File: src/rtl/sdet_pkg.sv
package sdet_pkg;
  typedef enum logic [1:0] {
    LN_NONE    = 2'd0,
    LN_HIT     = 2'd1,
    LN_EARLY   = 2'd2,
    LN_TIMEOUT = 2'd3
  } line_ev_e;
endpackage

File: src/rtl/sdet_line_timer.sv
module sdet_line_timer
  import sdet_pkg::*;
#(
  parameter int CNT_W = 12
) (
  input  logic             clk,
  input  logic             rst,
  input  logic             sync_in,
  input  logic [CNT_W-1:0] line_len,
  output line_ev_e         ev_o
);
  // pos counts clocks since the last line boundary, 0 in the cycle after it
  logic [CNT_W-1:0] pos;
  logic [CNT_W-1:0] win_lo;
  logic             in_win;
  logic             win_end;

  assign win_lo  = line_len - CNT_W'(2);
  assign in_win  = (pos >= win_lo);
  assign win_end = (pos >= line_len);

  always_comb begin
    ev_o = LN_NONE;
    if (sync_in) ev_o = in_win ? LN_HIT : LN_EARLY;
    else if (win_end) ev_o = LN_TIMEOUT;
  end

  always_ff @(posedge clk) begin
    if (rst) pos <= '0;
    else if (sync_in) pos <= '0;
    else if (win_end) pos <= CNT_W'(1);
    else pos <= pos + CNT_W'(1);
  end

  p_realign_r5: assert property (@(posedge clk) disable iff (rst)
    sync_in |=> (pos == '0));
  p_wrap_grid_r2: assert property (@(posedge clk) disable iff (rst)
    (ev_o == LN_TIMEOUT) |=> (pos == CNT_W'(1)));
endmodule

File: src/rtl/sdet_run_lock.sv
module sdet_run_lock
  import sdet_pkg::*;
#(
  parameter int LOCK_LINES = 32
) (
  input  logic     clk,
  input  logic     rst,
  input  line_ev_e ev_i,
  output logic     locked_o
);
  localparam int RW = $clog2(LOCK_LINES + 1);
  localparam logic [RW-1:0] RMAX = RW'(LOCK_LINES);

  logic [RW-1:0] hit_run, miss_run, hit_nxt, miss_nxt;
  logic          is_hit, is_miss;

  assign is_hit  = (ev_i == LN_HIT);
  assign is_miss = (ev_i == LN_EARLY) || (ev_i == LN_TIMEOUT);

  always_comb begin
    hit_nxt  = hit_run;
    miss_nxt = miss_run;
    if (is_hit) begin
      hit_nxt  = (hit_run == RMAX) ? RMAX : hit_run + RW'(1);
      miss_nxt = '0;
    end else if (is_miss) begin
      miss_nxt = (miss_run == RMAX) ? RMAX : miss_run + RW'(1);
      hit_nxt  = '0;
    end
  end

  always_ff @(posedge clk) begin
    if (rst) begin
      hit_run  <= '0;
      miss_run <= '0;
      locked_o <= 1'b0;
    end else begin
      hit_run  <= hit_nxt;
      miss_run <= miss_nxt;
      if (locked_o) locked_o <= (miss_nxt != RMAX);
      else          locked_o <= (hit_nxt == RMAX);
    end
  end

  p_lock_rise_r3: assert property (@(posedge clk) disable iff (rst)
    $rose(locked_o) |-> (hit_run == RMAX));
  p_lock_fall_r4: assert property (@(posedge clk) disable iff (rst)
    $fell(locked_o) |-> (miss_run == RMAX));
  p_runs_excl_r8: assert property (@(posedge clk) disable iff (rst)
    (hit_run == '0) || (miss_run == '0));
  p_run_sat_r8: assert property (@(posedge clk) disable iff (rst)
    (hit_run <= RMAX) && (miss_run <= RMAX));
endmodule

File: src/rtl/sdet_presence.sv
module sdet_presence
  import sdet_pkg::*;
#(
  parameter int ABSENT_LINES = 31
) (
  input  logic     clk,
  input  logic     rst,
  input  line_ev_e ev_i,
  output logic     present_o
);
  localparam int AW = $clog2(ABSENT_LINES + 1);
  localparam logic [AW-1:0] AMAX = AW'(ABSENT_LINES);

  logic [AW-1:0] quiet_run, quiet_nxt;
  logic          saw_sync;

  assign saw_sync = (ev_i == LN_HIT) || (ev_i == LN_EARLY);

  always_comb begin
    quiet_nxt = quiet_run;
    if (saw_sync) quiet_nxt = '0;
    else if (ev_i == LN_TIMEOUT)
      quiet_nxt = (quiet_run == AMAX) ? AMAX : quiet_run + AW'(1);
  end

  always_ff @(posedge clk) begin
    if (rst) begin
      quiet_run <= '0;
      present_o <= 1'b0;
    end else begin
      quiet_run <= quiet_nxt;
      if (saw_sync) present_o <= 1'b1;
      else if (quiet_nxt == AMAX) present_o <= 1'b0;
    end
  end

  p_present_set_r6: assert property (@(posedge clk) disable iff (rst)
    saw_sync |=> present_o);
  p_present_clr_r7: assert property (@(posedge clk) disable iff (rst)
    $fell(present_o) |-> (quiet_run == AMAX));
endmodule

File: src/rtl/sync_lock_detect.sv
module sync_lock_detect
  import sdet_pkg::*;
#(
  parameter int CNT_W        = 12,
  parameter int LOCK_LINES   = 32,
  parameter int ABSENT_LINES = 31
) (
  input  logic             clk,
  input  logic             rst,
  input  logic             sync_in,
  input  logic [CNT_W-1:0] line_len,
  output logic             vid_present,
  output logic             h_locked,
  output logic             line_strobe
);
  line_ev_e ev;

  sdet_line_timer #(.CNT_W(CNT_W)) u_timer (
    .clk(clk), .rst(rst), .sync_in(sync_in), .line_len(line_len), .ev_o(ev)
  );

  sdet_run_lock #(.LOCK_LINES(LOCK_LINES)) u_lock (
    .clk(clk), .rst(rst), .ev_i(ev), .locked_o(h_locked)
  );

  sdet_presence #(.ABSENT_LINES(ABSENT_LINES)) u_pres (
    .clk(clk), .rst(rst), .ev_i(ev), .present_o(vid_present)
  );

  always_ff @(posedge clk) begin
    if (rst) line_strobe <= 1'b0;
    else     line_strobe <= (ev != LN_NONE);
  end

  p_strobe_r9: assert property (@(posedge clk) disable iff (rst)
    (ev != LN_NONE) |=> line_strobe);
  p_strobe_pulse_r9: assert property (@(posedge clk) disable iff (rst)
    (ev == LN_NONE) |=> !line_strobe);
  p_reset_r1: assert property (@(posedge clk)
    rst |=> (!vid_present && !h_locked && !line_strobe) || rst);
endmodule

File: config.mk
export PLATFORM = sky130hd
export DESIGN_NAME = sync_lock_detect
export DESIGN_NICKNAME = d
export VERILOG_FILES = /design/src/rtl/sdet_pkg.sv /design/src/rtl/sdet_line_timer.sv /design/src/rtl/sdet_run_lock.sv /design/src/rtl/sdet_presence.sv /design/src/rtl/sync_lock_detect.sv
export SDC_FILE = /design/constraint.sdc
export NUM_CORES = 1
export LEC_CHECK = 0
export BUFFER_PORTS_ARGS = -buffer_cell sky130_fd_sc_hd__buf_4
export CORE_MARGIN = 2
export CORE_UTILIZATION = 55
export CTS_CLUSTER_DIAMETER = 60
export CTS_CLUSTER_SIZE = 25
export DETAILED_ROUTE_END_ITERATION = 12
export PLACE_DENSITY = 0.72
export SLEW_MARGIN = 40
export SYNTH_ARGS = -nofsm -noshare
export SYNTH_HDL_FRONTEND = slang
export SYNTH_SLANG_ARGS = --single-unit
File: constraint.sdc
create_clock -name clk -period 5 [get_ports clk]
set_input_delay 0.75 -clock clk [delete_from_list [all_inputs] [get_ports clk]]
set_output_delay 0.75 -clock clk [all_outputs]
set_load 0.02 [all_outputs]
==> results of run 1 <==
-- power groups by stage --
stage	registers [mW]	clock network, mW	logic, mW
6_report	0.264	0.184	0.0724
2_1_floorplan	0.271	0	0.0459
3_3_place_gp	0.270	0	0.0713
4_1_cts	0.264	0.190	0.0727
5_1_grt	0.265	0.196	0.0829
3_5_place_dp	0.270	0	0.0723
-- worst min-delay path, stage by stage, from the launching register on --
cell and delay (ps):
dfxtp_1 310, o41ai_1 60, a21oi_1 60
-- final timing paths --
kind,slack [ps],to,startpoint
max reg2reg,1650,u_lock.locked_o,u_timer.pos[2]
min,470,u_pres.present_o,u_pres.present_o
max,900,u_lock.locked_o,line_len[5]
min reg2reg,470,u_pres.present_o,u_pres.present_o
-- layout make-up --
class,instances,area [sq um]
inverter,22,82.58
clock buffer,6,72.57
timing repair buffer,17,127.6
clock inverter,1,5.005
multi-input combinational,237,1568
fill,352,1470
tap,50,62.56
sequential,32,640.6
-- kinds of logic after synthesis --
| group | count (synthesis) | share of synthesized area (%) |
|---|---|---|
| buffers and inverters | 29 | 5.056 |
| AOI/OAI and AO/OA | 58 | 14.85 |
| DFF | 32 | 27.54 |
| xor gates and xnor gates | 25 | 9.414 |
| and+or+nand+nor | 121 | 25.55 |
| adders and majority gates | 31 | 16.68 |
| muxes | 2 | 0.9145 |
-- per-layer routing --
layer / track usage [%] / vias up
li1: - / 1078
met1: 29.26 / 925
met2: 32.48 / 42
met3: 4.094 / 5
met4: 5.447 / 0
met5: 0 / -
-- placed cells by master, fill, tap and decap left out, types with 3 or more instances in the layout --
cell | netlist | layout
buf_4 | 0 | 17
or3_1 | 3 | 3
and3_1 | 5 | 5
nand2b_1 | 4 | 4
nand2_1 | 26 | 26
nand3_1 | 20 | 20
xnor2_1 | 18 | 18
nor3_1 | 8 | 8
inv_1 | 22 | 22
ha_1 | 31 | 31
o21ai_1 | 3 | 3
nor2_1 | 37 | 37
o21ai_0 | 12 | 12
a211oi_1 | 3 | 3
xor2_1 | 7 | 7
nor4_1 | 4 | 4
clkbuf_8 | 0 | 5
dfxtp_1 | 32 | 32
a21oi_1 | 27 | 27
-- flip-flops by register name, indices dropped and copies added, names as in the netlist --
signal,flops
u_lock.hit_run,6
u_timer.pos,12
u_pres.present_o,1
u_lock.locked_o,1
u_lock.miss_run,6
line_strobe,1
u_pres.quiet_run,5
-- metrics by stage --
step	area [sq um]	total power, mW
6_report	2559	0.5207
2_1_floorplan	2326	0.3169
5_1_grt	2559	0.5432
3_3_place_gp	2481	0.3412
3_5_place_dp	2481	0.3420
4_1_cts	2559	0.5269
==> qor.yml, run 1 <==
clocking:
  clk_latency_ps: 280
  h-tree-depth: 2
  cts-resized-gates: 0
  clockRootBuffer: "clkbuf_8"
  clock-sinks: 32
  clkTransAtPathRegs_ps: 70
  ctsLongestPathBuffers: 2
  cts_tree: "yes"
  cts_hold_buf: 0
  cts_setup_buffers: 0
  numCtsBuffers: 5
critical_path:
  critPathCaptureType: "register"
  crit_buf_inv: 2
  rr_worst_depth: 13
  cp-start-kind: "input port"
  critical_path.cell_chain: "buf_4 -> nor4_1 -> nand2_1 -> nor2_1 -> xnor2_1 -> ha_1 -> nand3_1 -> nor3_1 -> a221oi_1 -> o21ai_1 -> and2_4 -> ha_1 -> inv_1 -> a21oi_1 -> a21o_1 -> nor4b_1 -> o21ai_0 -> o311ai_0"
  critPathRequiredTime_ps: 5170
  cpPeakStageDelay_ps: 480
  crit_arrival_ps: 4270
  crit_slowest_cell: "nor4_1"
  crit_type: "in2reg"
  critPathMaxFanout: 15
  cpMostUsedCell: "ha_1"
  cp.depth: 18
  critPathTopFamily: "simple AND/OR/NAND/NOR gates"
timing:
  max-slew-margin-rel_pct: 63.81
  rsz0062_at_grt: "no"
  post-route-min-period_ps: 4098
  setup_tns_ps: 0
  fin_crit_sh_pct: 81.97
  maxSlewViolCount: 0
  finalSetupViolations: 0
  hold_viol: 0
  hold_slack_ps: 471.1
  layout_setup_ws_ps: 901.6
  fin_skew_ps: 5.217
  max_slew.worst_pin.slew_ps: 535.3
  fmax_ghz: 0.2440
layout:
  post-route-util_pct: 63.51
  area_growth_pct: 10.01
  drive_gt1_share_pct: 9.524
  n_antenna_cell: 0
  nNetsFinal: 361
  stdcell_count: 365
status:
  status: "finished clean"
drt:
  wl_met1_um: 2396
  wl_per_cell_um: 12.68
  postRouteAntennaNets: 0
  wl_met2_um: 1982
  totalWireLength_um: 4630
  wl_met3_um: 198
  drt_iter0_markers: 97
  vias: 2050
  top_layer_used: "met4"
  vias_per_cell: 5.616
  drc: 0
  firstDrtPassIters: 4
power:
  p_seq_share_pct: 50.7
  powerDensity_nw_per_um2: 203.5
  clock_power_share_pct: 35.4
  vdd_drop_max_v: 0.0001586
  p_int_uw: 385.4
  p_leak_nw: 1.052
  power.share.combinational_pct: 13.9
  switching_share_pct: 25.98
  power_switching_uw: 135.3
floorplan:
  initial_core_util_pct: 57.73
  core_region_area_sq_um: 4029
  dieWidth_um: 69.03
  die_area_sq_um: 4765
  fp-row-count: 23
  die_y_um: 69.03
  ioPinCount: 18
logic_synthesis:
  synth_top_area_cell: "dfxtp_1"
  postSynth.asyncResetShare_pct: 0
  yosys_register_bits: 32
  yosys_warnings: 0
  yosysMostFrequentCell: "nor2_1"
  seq_area_frac_synth_pct: 27.54
  synth_flop_cell: "dfxtp_1"
  netlist_area_sq_um: 2326
  synth_nets: 344
  yosysUniqueCellTypes: 45
  synth_edf_count: 0
  ys_top_cells_by_area: "dfxtp_1 (28%), ha_1 (17%), xnor2_1 (6.8%)"
  syn_avg_cell_area_sq_um: 7.805
  syn_inst: 298
  synth_commonest_cells: "nor2_1 (37), dfxtp_1 (32), ha_1 (31), a21oi_1 (27), nand2_1 (26)"
  yosysTopAreaCellShare_pct: 27.54
place:
  dp_hpwl_um: 3692
  dp_slack_ps: 634.4
  dpl.cell_count: 358
  io_buffers: 17
  gp_congestion: 0.8455
global_route:
  grt_pass1_vias: 1921
  grt_max_degree: 16
  grt_overflow: 0
  grt_pass1_wl_um: 8376
  antenna_found_initial: 0
  grtUsageTotal_pct: 20.78
hold_path:
  hold_class: "reg2reg"
  whs_path_depth: 2
job:
  maxCapViolations: 0
Note: power is estimated with default switching activity, not from simulation.
==> run 2, diff against run 1 <==
--- a/config.mk
+++ b/config.mk
@@ -5,6 +5,7 @@
 export SDC_FILE = /design/constraint.sdc
 export NUM_CORES = 1
 export LEC_CHECK = 0
+export ABC_AREA = 1
 export BUFFER_PORTS_ARGS = -buffer_cell sky130_fd_sc_hd__buf_4
 export CORE_MARGIN = 2
 export CORE_UTILIZATION = 55
==> constraint.sdc (replaced) <==
create_clock -name clk -period 4.21 [get_ports clk]
set_input_delay 0.6315 -clock clk [delete_from_list [all_inputs] [get_ports clk]]
set_output_delay 0.6315 -clock clk [all_outputs]
set_load 0.02 [all_outputs]
==> run 2 against run 1 <==
Critical path depth grew 6. Clock skew grew 2.5 ps. Total power up 27%. Synthesized cell count grew 21%. Core utilization is 1.0 points lower. Cell count rose by 18%. Via count grew 2.3%. Sequential share of layout area shrank 1.3 points. Critical endpoint unchanged. Clock-buffer cell count up 2. Die area grew 4.8%. Setup slack lost 500 ps.
==> qor.yml, run 2 <==
clocking:
  cts_tree: "yes"
  clk_latency_ps: 280  # about the same
  clock-sinks: 32  # unchanged
  numCtsBuffers: 5  # unchanged
  clkTransAtPathRegs_ps: 70  # about the same
  cts_setup_buffers: 0  # unchanged
  h-tree-depth: 2  # unchanged
  clockRootBuffer: "clkbuf_8"
  ctsLongestPathBuffers: 2  # unchanged
timing:
  rsz0062_at_grt: "no"
  max_slew.worst_pin.slew_ps: 403.6  # -131.7 ps
  maxSlewViolCount: 0  # unchanged
  setup_tns_ps: 0  # unchanged
  fin_crit_sh_pct: 90.38
  hold_viol: 0  # unchanged
  fmax_ghz: 0.2628
  post-route-min-period_ps: 3805
  max-slew-margin-rel_pct: 72.89  # +9.1 points
  fin_skew_ps: 7.714  # +2.497 ps
  finalSetupViolations: 0  # unchanged
critical_path:
  crit_buf_inv: 5  # +3
  crit_arrival_ps: 3990  # -280 ps
  cpPeakStageDelay_ps: 290  # -190 ps
  cp-start-kind: "input port"
  critical_path.cell_chain: "buf_4 -> inv_1 -> ha_1 -> nand4_1 -> nor3_1 -> nand3_1 -> xor2_1 -> ha_1 -> nand2_1 -> inv_2 -> nand3_1 -> a21oi_1 -> nor2_1 -> nand2_2 -> nand2_4 -> inv_1 -> ha_1 -> clkinvlp_4 -> nand3_1 -> nand2_1 -> nor2_1 -> nand2_1 -> nand2_1 -> nand2_1"
  critPathCaptureType: "register"
  cpMostUsedCell: "nand2_1"
  critPathMaxFanout: 12  # -3
  critPathTopFamily: "simple AND/OR/NAND/NOR gates"
  critPathRequiredTime_ps: 4390  # -780 ps
  crit_type: "in2reg"
  crit_slowest_cell: "ha_1"
floorplan:
  die_y_um: 70.67  # +2.4%
  ioPinCount: 18  # unchanged
  initial_core_util_pct: 56.54  # -1.2 points
  core_region_area_sq_um: 4324  # +7.3%
  dieWidth_um: 70.67  # +2.4%
  die_area_sq_um: 4994  # +4.8%
  fp-row-count: 24  # +4.3%
hold_path:
  hold_class: "reg2reg"
place:
  dp_hpwl_um: 3739  # +1.3%
  gp_congestion: 0.8719  # +3.1%
  io_buffers: 17  # unchanged
  dpl.cell_count: 424  # +18%
logic_synthesis:
  synth_commonest_cells: "nand2_1 (66), inv_1 (61), nor2_1 (53), dfxtp_1 (32), ha_1 (31)"
  synth_nets: 406  # +18%
  yosysMostFrequentCell: "nand2_1"
  netlist_area_sq_um: 2445  # +5.1%
  synth_flop_cell: "dfxtp_1"
  synth_edf_count: 0  # unchanged
  ys_top_cells_by_area: "dfxtp_1 (26%), ha_1 (16%), nand2_1 (10%)"
  syn_avg_cell_area_sq_um: 6.791  # -13%
  yosysTopAreaCellShare_pct: 26.20  # -1.3 points
  synth_top_area_cell: "dfxtp_1"
  yosys_register_bits: 32  # unchanged
  seq_area_frac_synth_pct: 26.20  # -1.3 points
  yosys_warnings: 0  # unchanged
  syn_inst: 360  # +21%
  postSynth.asyncResetShare_pct: 0  # unchanged
  yosysUniqueCellTypes: 28  # -38%
drt:
  firstDrtPassIters: 4  # unchanged
  postRouteAntennaNets: 0  # unchanged
  vias: 2097  # +2.3%
  drc: 0  # unchanged
  drt_iter0_markers: 124  # +28%
  totalWireLength_um: 4647  # +0.37%
  wl_per_cell_um: 10.76  # -15%
  vias_per_cell: 4.854  # -14%
layout:
  nFillCells: 427  # +21%
  stdcell_count: 432  # +18%
  final_common_cell: "nand2_1"
  mostFrequentLayoutCells: "nand2_1 (66), inv_1 (60), nor2_1 (53)"
  area_growth_pct: 10.49
  reg_top3: "u_timer.pos: 12 flops, u_lock.hit_run: 6 flops, u_lock.miss_run: 6 flops"
  largest_reg_flops: 12  # unchanged
  top_register: "u_timer.pos"
  drive_gt1_share_pct: 11.32  # +1.8 points
  n_antenna_cell: 0  # unchanged
  nNetsFinal: 425  # +18%
power:
  p_leak_nw: 1.347  # +28%
  vdd_drop_max_v: 0.0002809  # +77%
  powerDensity_nw_per_um2: 245.5  # +21%
global_route:
  grtUsageTotal_pct: 20.37  # -0.41 points
  antenna_found_initial: 0  # unchanged
  grt_pass1_vias: 1933  # +0.62%
  grt_max_degree: 21  # +5
  grt_overflow: 0  # unchanged
  grt_pass1_wl_um: 8286  # -1.1%
status:
  status: "finished clean"
job:
  maxCapViolations: 0  # unchanged
==> run 2: cell types whose count changed after synthesis, moves of 13 or more <==
cell,previous run,this run
xor2_1,7,20
a21oi_1,27,12
xnor2_1,18,3
nor2_1,37,53
inv_1,22,61
nand2_1,26,66
==> run 2: path summary, 6_finish.rpt <==
path	start	cells past startpoint	slack (ps)	endpoint
setup / recovery	line_len[1]	24	400	u_lock.locked_o
hold / removal	u_timer.pos[4]	2	530	u_timer.pos[4]
setup reg to reg	u_timer.pos[7]	18	1450	u_lock.locked_o
hold reg to reg	u_timer.pos[4]	2	530	u_timer.pos[4]
==> run 2: repair_timing <==
| action | CTS | global route |
|---|---|---|
| endpoints found under the setup margin | 0 | 1 |
| gates resized for setup | 0 | 1 |
| hold buffers | 0 | 0 |
==> run 2: report_power, final <==
| group | internal, mW | switching [mW] | total [mW] |
|---|---|---|---|
| Clock | 0.133 | 0.104 | 0.237 |
| Combinational | 0.0442 | 0.0644 | 0.109 |
| Sequential | 0.311 | 0.00648 | 0.318 |
| Total | 0.488 | 0.175 | 0.663 |
==> run 2: worst reg2reg max path: cells and delay by family, from the launching register on <==
kind | cells | cell delay [ps]
and+or+nand+nor | 14 | 1270
adders and majority gates | 2 | 580
DFF | 1 | 440
buffers and inverters | 2 | 380
==> run 2: area by class of cell <==
type	instances	area [sq um]	share of cell area (%)
clock buffers	8	90.09	3.335
inverters	64	245.2	9.078
multi-input cells	259	1533	56.74
flip-flops and latches	32	640.6	23.71
well taps	52	65.06	2.409
repair buffers	17	127.6	4.724
==> run 2: logic make-up (layout without fill, tap and decap cells) <==
group / count (synthesis) / in the layout / share of synthesized area (%)
buf+inv: 69 / 89 / 11.10
simple gates: 179 / 179 / 32.80
flops: 32 / 32 / 26.20
fa+ha+maj: 31 / 31 / 15.86
compound gates: 26 / 26 / 5.783
xor+xnor: 23 / 23 / 8.240
==> run 2: stage by stage <==
step | instance area (sq um) | util [%] | setup WS, ps | total power, mW | hold WS, ps
6_report | 2701 | 62.47 | 404.8 | 0.6633 | 527.2
5_1_grt | 2701 | 62.47 | 9.059 | 0.7039 | 546.9
4_1_cts | 2698 | 62.38 | 399.0 | 0.6734 | 528.6
3_5_place_dp | 2608 | 60.30 | 119.2 | 0.4325 | 518.5
3_3_place_gp | 2608 | 60.30 | 265.7 | 0.4315 | 509.5
2_1_floorplan | 2445 | - | 576.0 | 0.4020 | 484.5
==> run 2: routing by layer <==
| metal | part of all wire (%) | GRT usage, % | vias to the layer above |
|---|---|---|---|
| met3 | 2.6 | 3.419 | 4 |
| li1 | - | - | 1165 |
| met1 | 51 | 27.02 | 905 |
| met2 | 45 | 33.75 | 23 |
| met5 | 0 | 0 | - |
| met4 | 0.58 | 6.918 | 0 |
==> run 3, diff against run 2 <==
--- a/config.mk
+++ b/config.mk
@@ -6,7 +6,7 @@
 export NUM_CORES = 1
 export LEC_CHECK = 0
 export ABC_AREA = 1
-export BUFFER_PORTS_ARGS = -buffer_cell sky130_fd_sc_hd__buf_4
+export BUFFER_PORTS_ARGS = -buffer_cell sky130_fd_sc_hd__buf_2
 export CORE_MARGIN = 2
 export CORE_UTILIZATION = 55
 export CTS_CLUSTER_DIAMETER = 60
==> run 3 against run 2 <==
Final area shrank 0.79%. Combinational power shrank 4%. Global-route usage is essentially flat. Die area is the same. Via count grew 2.4%. Clock-buffer cell count shrank 2.
==> qor.yml, run 3 (synthesized netlist as in run 2, its figures left out) <==
floorplan:
  core_region_area_sq_um: 4324  # unchanged
  ioPinCount: 18  # unchanged
  initial_core_util_pct: 56.54  # unchanged
  fp-row-count: 24  # unchanged
  die_area_sq_um: 4994  # unchanged
  die_y_um: 70.67  # unchanged
  dieWidth_um: 70.67  # unchanged
layout:
  final_common_cell: "nand2_1"
  mostFrequentLayoutCells: "nand2_1 (66), inv_1 (61), nor2_1 (53)"
  area_growth_pct: 9.621
  top_register: "u_timer.pos"
  reg_top3: "u_timer.pos: 12 flops, u_lock.hit_run: 6 flops, u_lock.miss_run: 6 flops"
  nFillCells: 430  # +0.70%
  drive_gt1_share_pct: 11.55  # +0.23 points
  register_area_sq_um: 640.6  # unchanged
  n_antenna_cell: 0  # unchanged
  multi_input_area_sq_um: 1533  # unchanged
  nNetsFinal: 426  # +0.24%
  largest_reg_flops: 12  # unchanged
clocking:
  cts-resized-gates: 0  # unchanged
  cts_setup_buffers: 0  # unchanged
  clockRootBuffer: "clkbuf_8"
  numCtsBuffers: 5  # unchanged
  cts_tree: "yes"
  clkTransAtPathRegs_ps: 70  # about the same
  cts_hold_buf: 0  # unchanged
  clock-sinks: 32  # unchanged
  ctsLongestPathBuffers: 2  # unchanged
  clk_latency_ps: 280  # about the same
  h-tree-depth: 2  # unchanged
power:
  finalPower_uw: 707.9  # +6.7%
  p_leak_nw: 1.350  # +0.20%
  powerDensity_nw_per_um2: 264.1  # +7.6%
  vdd_drop_max_v: 0.0002175  # -23%
drt:
  totalWireLength_um: 4664  # +0.37%
  drc: 0  # unchanged
  drt_iter0_markers: 145  # +17%
  postRouteAntennaNets: 0  # unchanged
  wl_per_cell_um: 10.77  # +0.13%
  vias: 2148  # +2.4%
  firstDrtPassIters: 4  # unchanged
  vias_per_cell: 4.961  # +2.2%
timing:
  max_slew.worst_pin.slew_ps: 479.7  # +76.13 ps
  hold_viol: 0  # unchanged
  finalSetupViolations: 0  # unchanged
  fmax_ghz: 0.2694  # +2.5%
  setup_tns_ps: 0  # unchanged
  fin_crit_sh_pct: 88.16  # -2.2 points
  rsz0062_at_grt: "no"
  max-slew-margin-rel_pct: 67.77  # -5.1 points
  fin_skew_ps: 5.904  # -1.810 ps
  post-route-min-period_ps: 3712  # -93.46 ps
  maxSlewViolCount: 0  # unchanged
hold_path:
  min_from: "u_timer.pos[4]"
  hold_class: "reg2reg"
global_route:
  use_met3_pct: 4.701  # +1.3 points
  grt_overflow: 0  # unchanged
  antenna_found_initial: 0  # unchanged
  grt_max_degree: 21  # unchanged
  met2_usage_pct: 33.12  # -0.63 points
  grt_pass1_wl_um: 8355  # +0.83%
  top_usage_layer: "met2"
  grt_pass1_vias: 1949  # +0.83%
  grtUsageTotal_pct: 20.40  # +0.030 points
  met1_usage_pct: 27.20  # +0.18 points
place:
  io_buffers: 17  # unchanged
  dp_hpwl_um: 3701  # -1.0%
  gp_congestion: 0.8710  # -0.10%
critical_path:
  crit_arrival_ps: 3890  # -100 ps
  critPathMaxFanout: 12  # unchanged
  critPathCaptureType: "register"
  cp-start-kind: "input port"
  crit_type: "in2reg"
  reg2reg_from: "u_timer.pos[9]"
  r2r_slack_ps: 1520  # +70 ps
  critPathRequiredTime_ps: 4390  # about the same
  cp-startpoint: "line_len[1]"
status:
  status: "finished clean"
job:
  maxCapViolations: 0  # unchanged
run 3: final timing paths:
kind              cells after the start         endpoint
hold / removal                        2   u_timer.pos[4]
setup reg to reg                     20  u_lock.locked_o
hold reg to reg                       2   u_timer.pos[4]
setup / recovery                     25  u_lock.locked_o
run 3: metrics by stage:
step                instances  hold slack [ps]  util [%]  setup WS (ps)  area [sq um]
finish                    433            519.4     61.98          498.3          2680
global route              433            546.5     61.98          121.5          2680
CTS                       433            525.3     61.98          516.3          2680
detailed placement        425            514.7     59.49          242.6          2572
global placement          425            509.2     59.49          356.0          2572
floorplan                 360            484.5         -          576.0          2445
run 3: layout make-up:
cell class              count  area share [%]
clock buffers               6           2.708
clock inverters             2           1.307
inverters                  64           9.010
multi-input cells         259           57.19
flip-flops and latches     32           23.90
well taps                  52           2.428
repair buffers             18           3.455
run 3: power by group:
part           switching (mW)  internal, mW
combinational          0.0649        0.0400
clock                   0.110         0.175
sequential            0.00647         0.311
run 3: critical path, cell delays in order:
cell     delay [ps]
buf_2           120
inv_1           110
ha_1            240
nand4_1         170
nor3_1          260
nand3_1         130
xor2_1          160
ha_1            280
nand2_1          60
nand2_1          40
nor2_1           80
nand3_1          80
nor2_1          130
nand2_2         140
nand2_4         100
inv_1            50
ha_1            240
inv_1           330
nand2_1         100
o22ai_1         180
inv_2            50
nand2_1          60
nor2_1           40
nand2_1          60
nand2_1          50
run 3: per-layer routing:
| layer | routed length (um) | share of wire, % | vias to the layer above |
|---|---|---|---|
| met5 | 0 | 0 | - |
| met3 | 129 | 2.8 | 2 |
| met2 | 2186 | 47 | 26 |
| met1 | 2332 | 50 | 958 |
| li1 | - | - | 1162 |
| met4 | 15 | 0.32 | 0 |
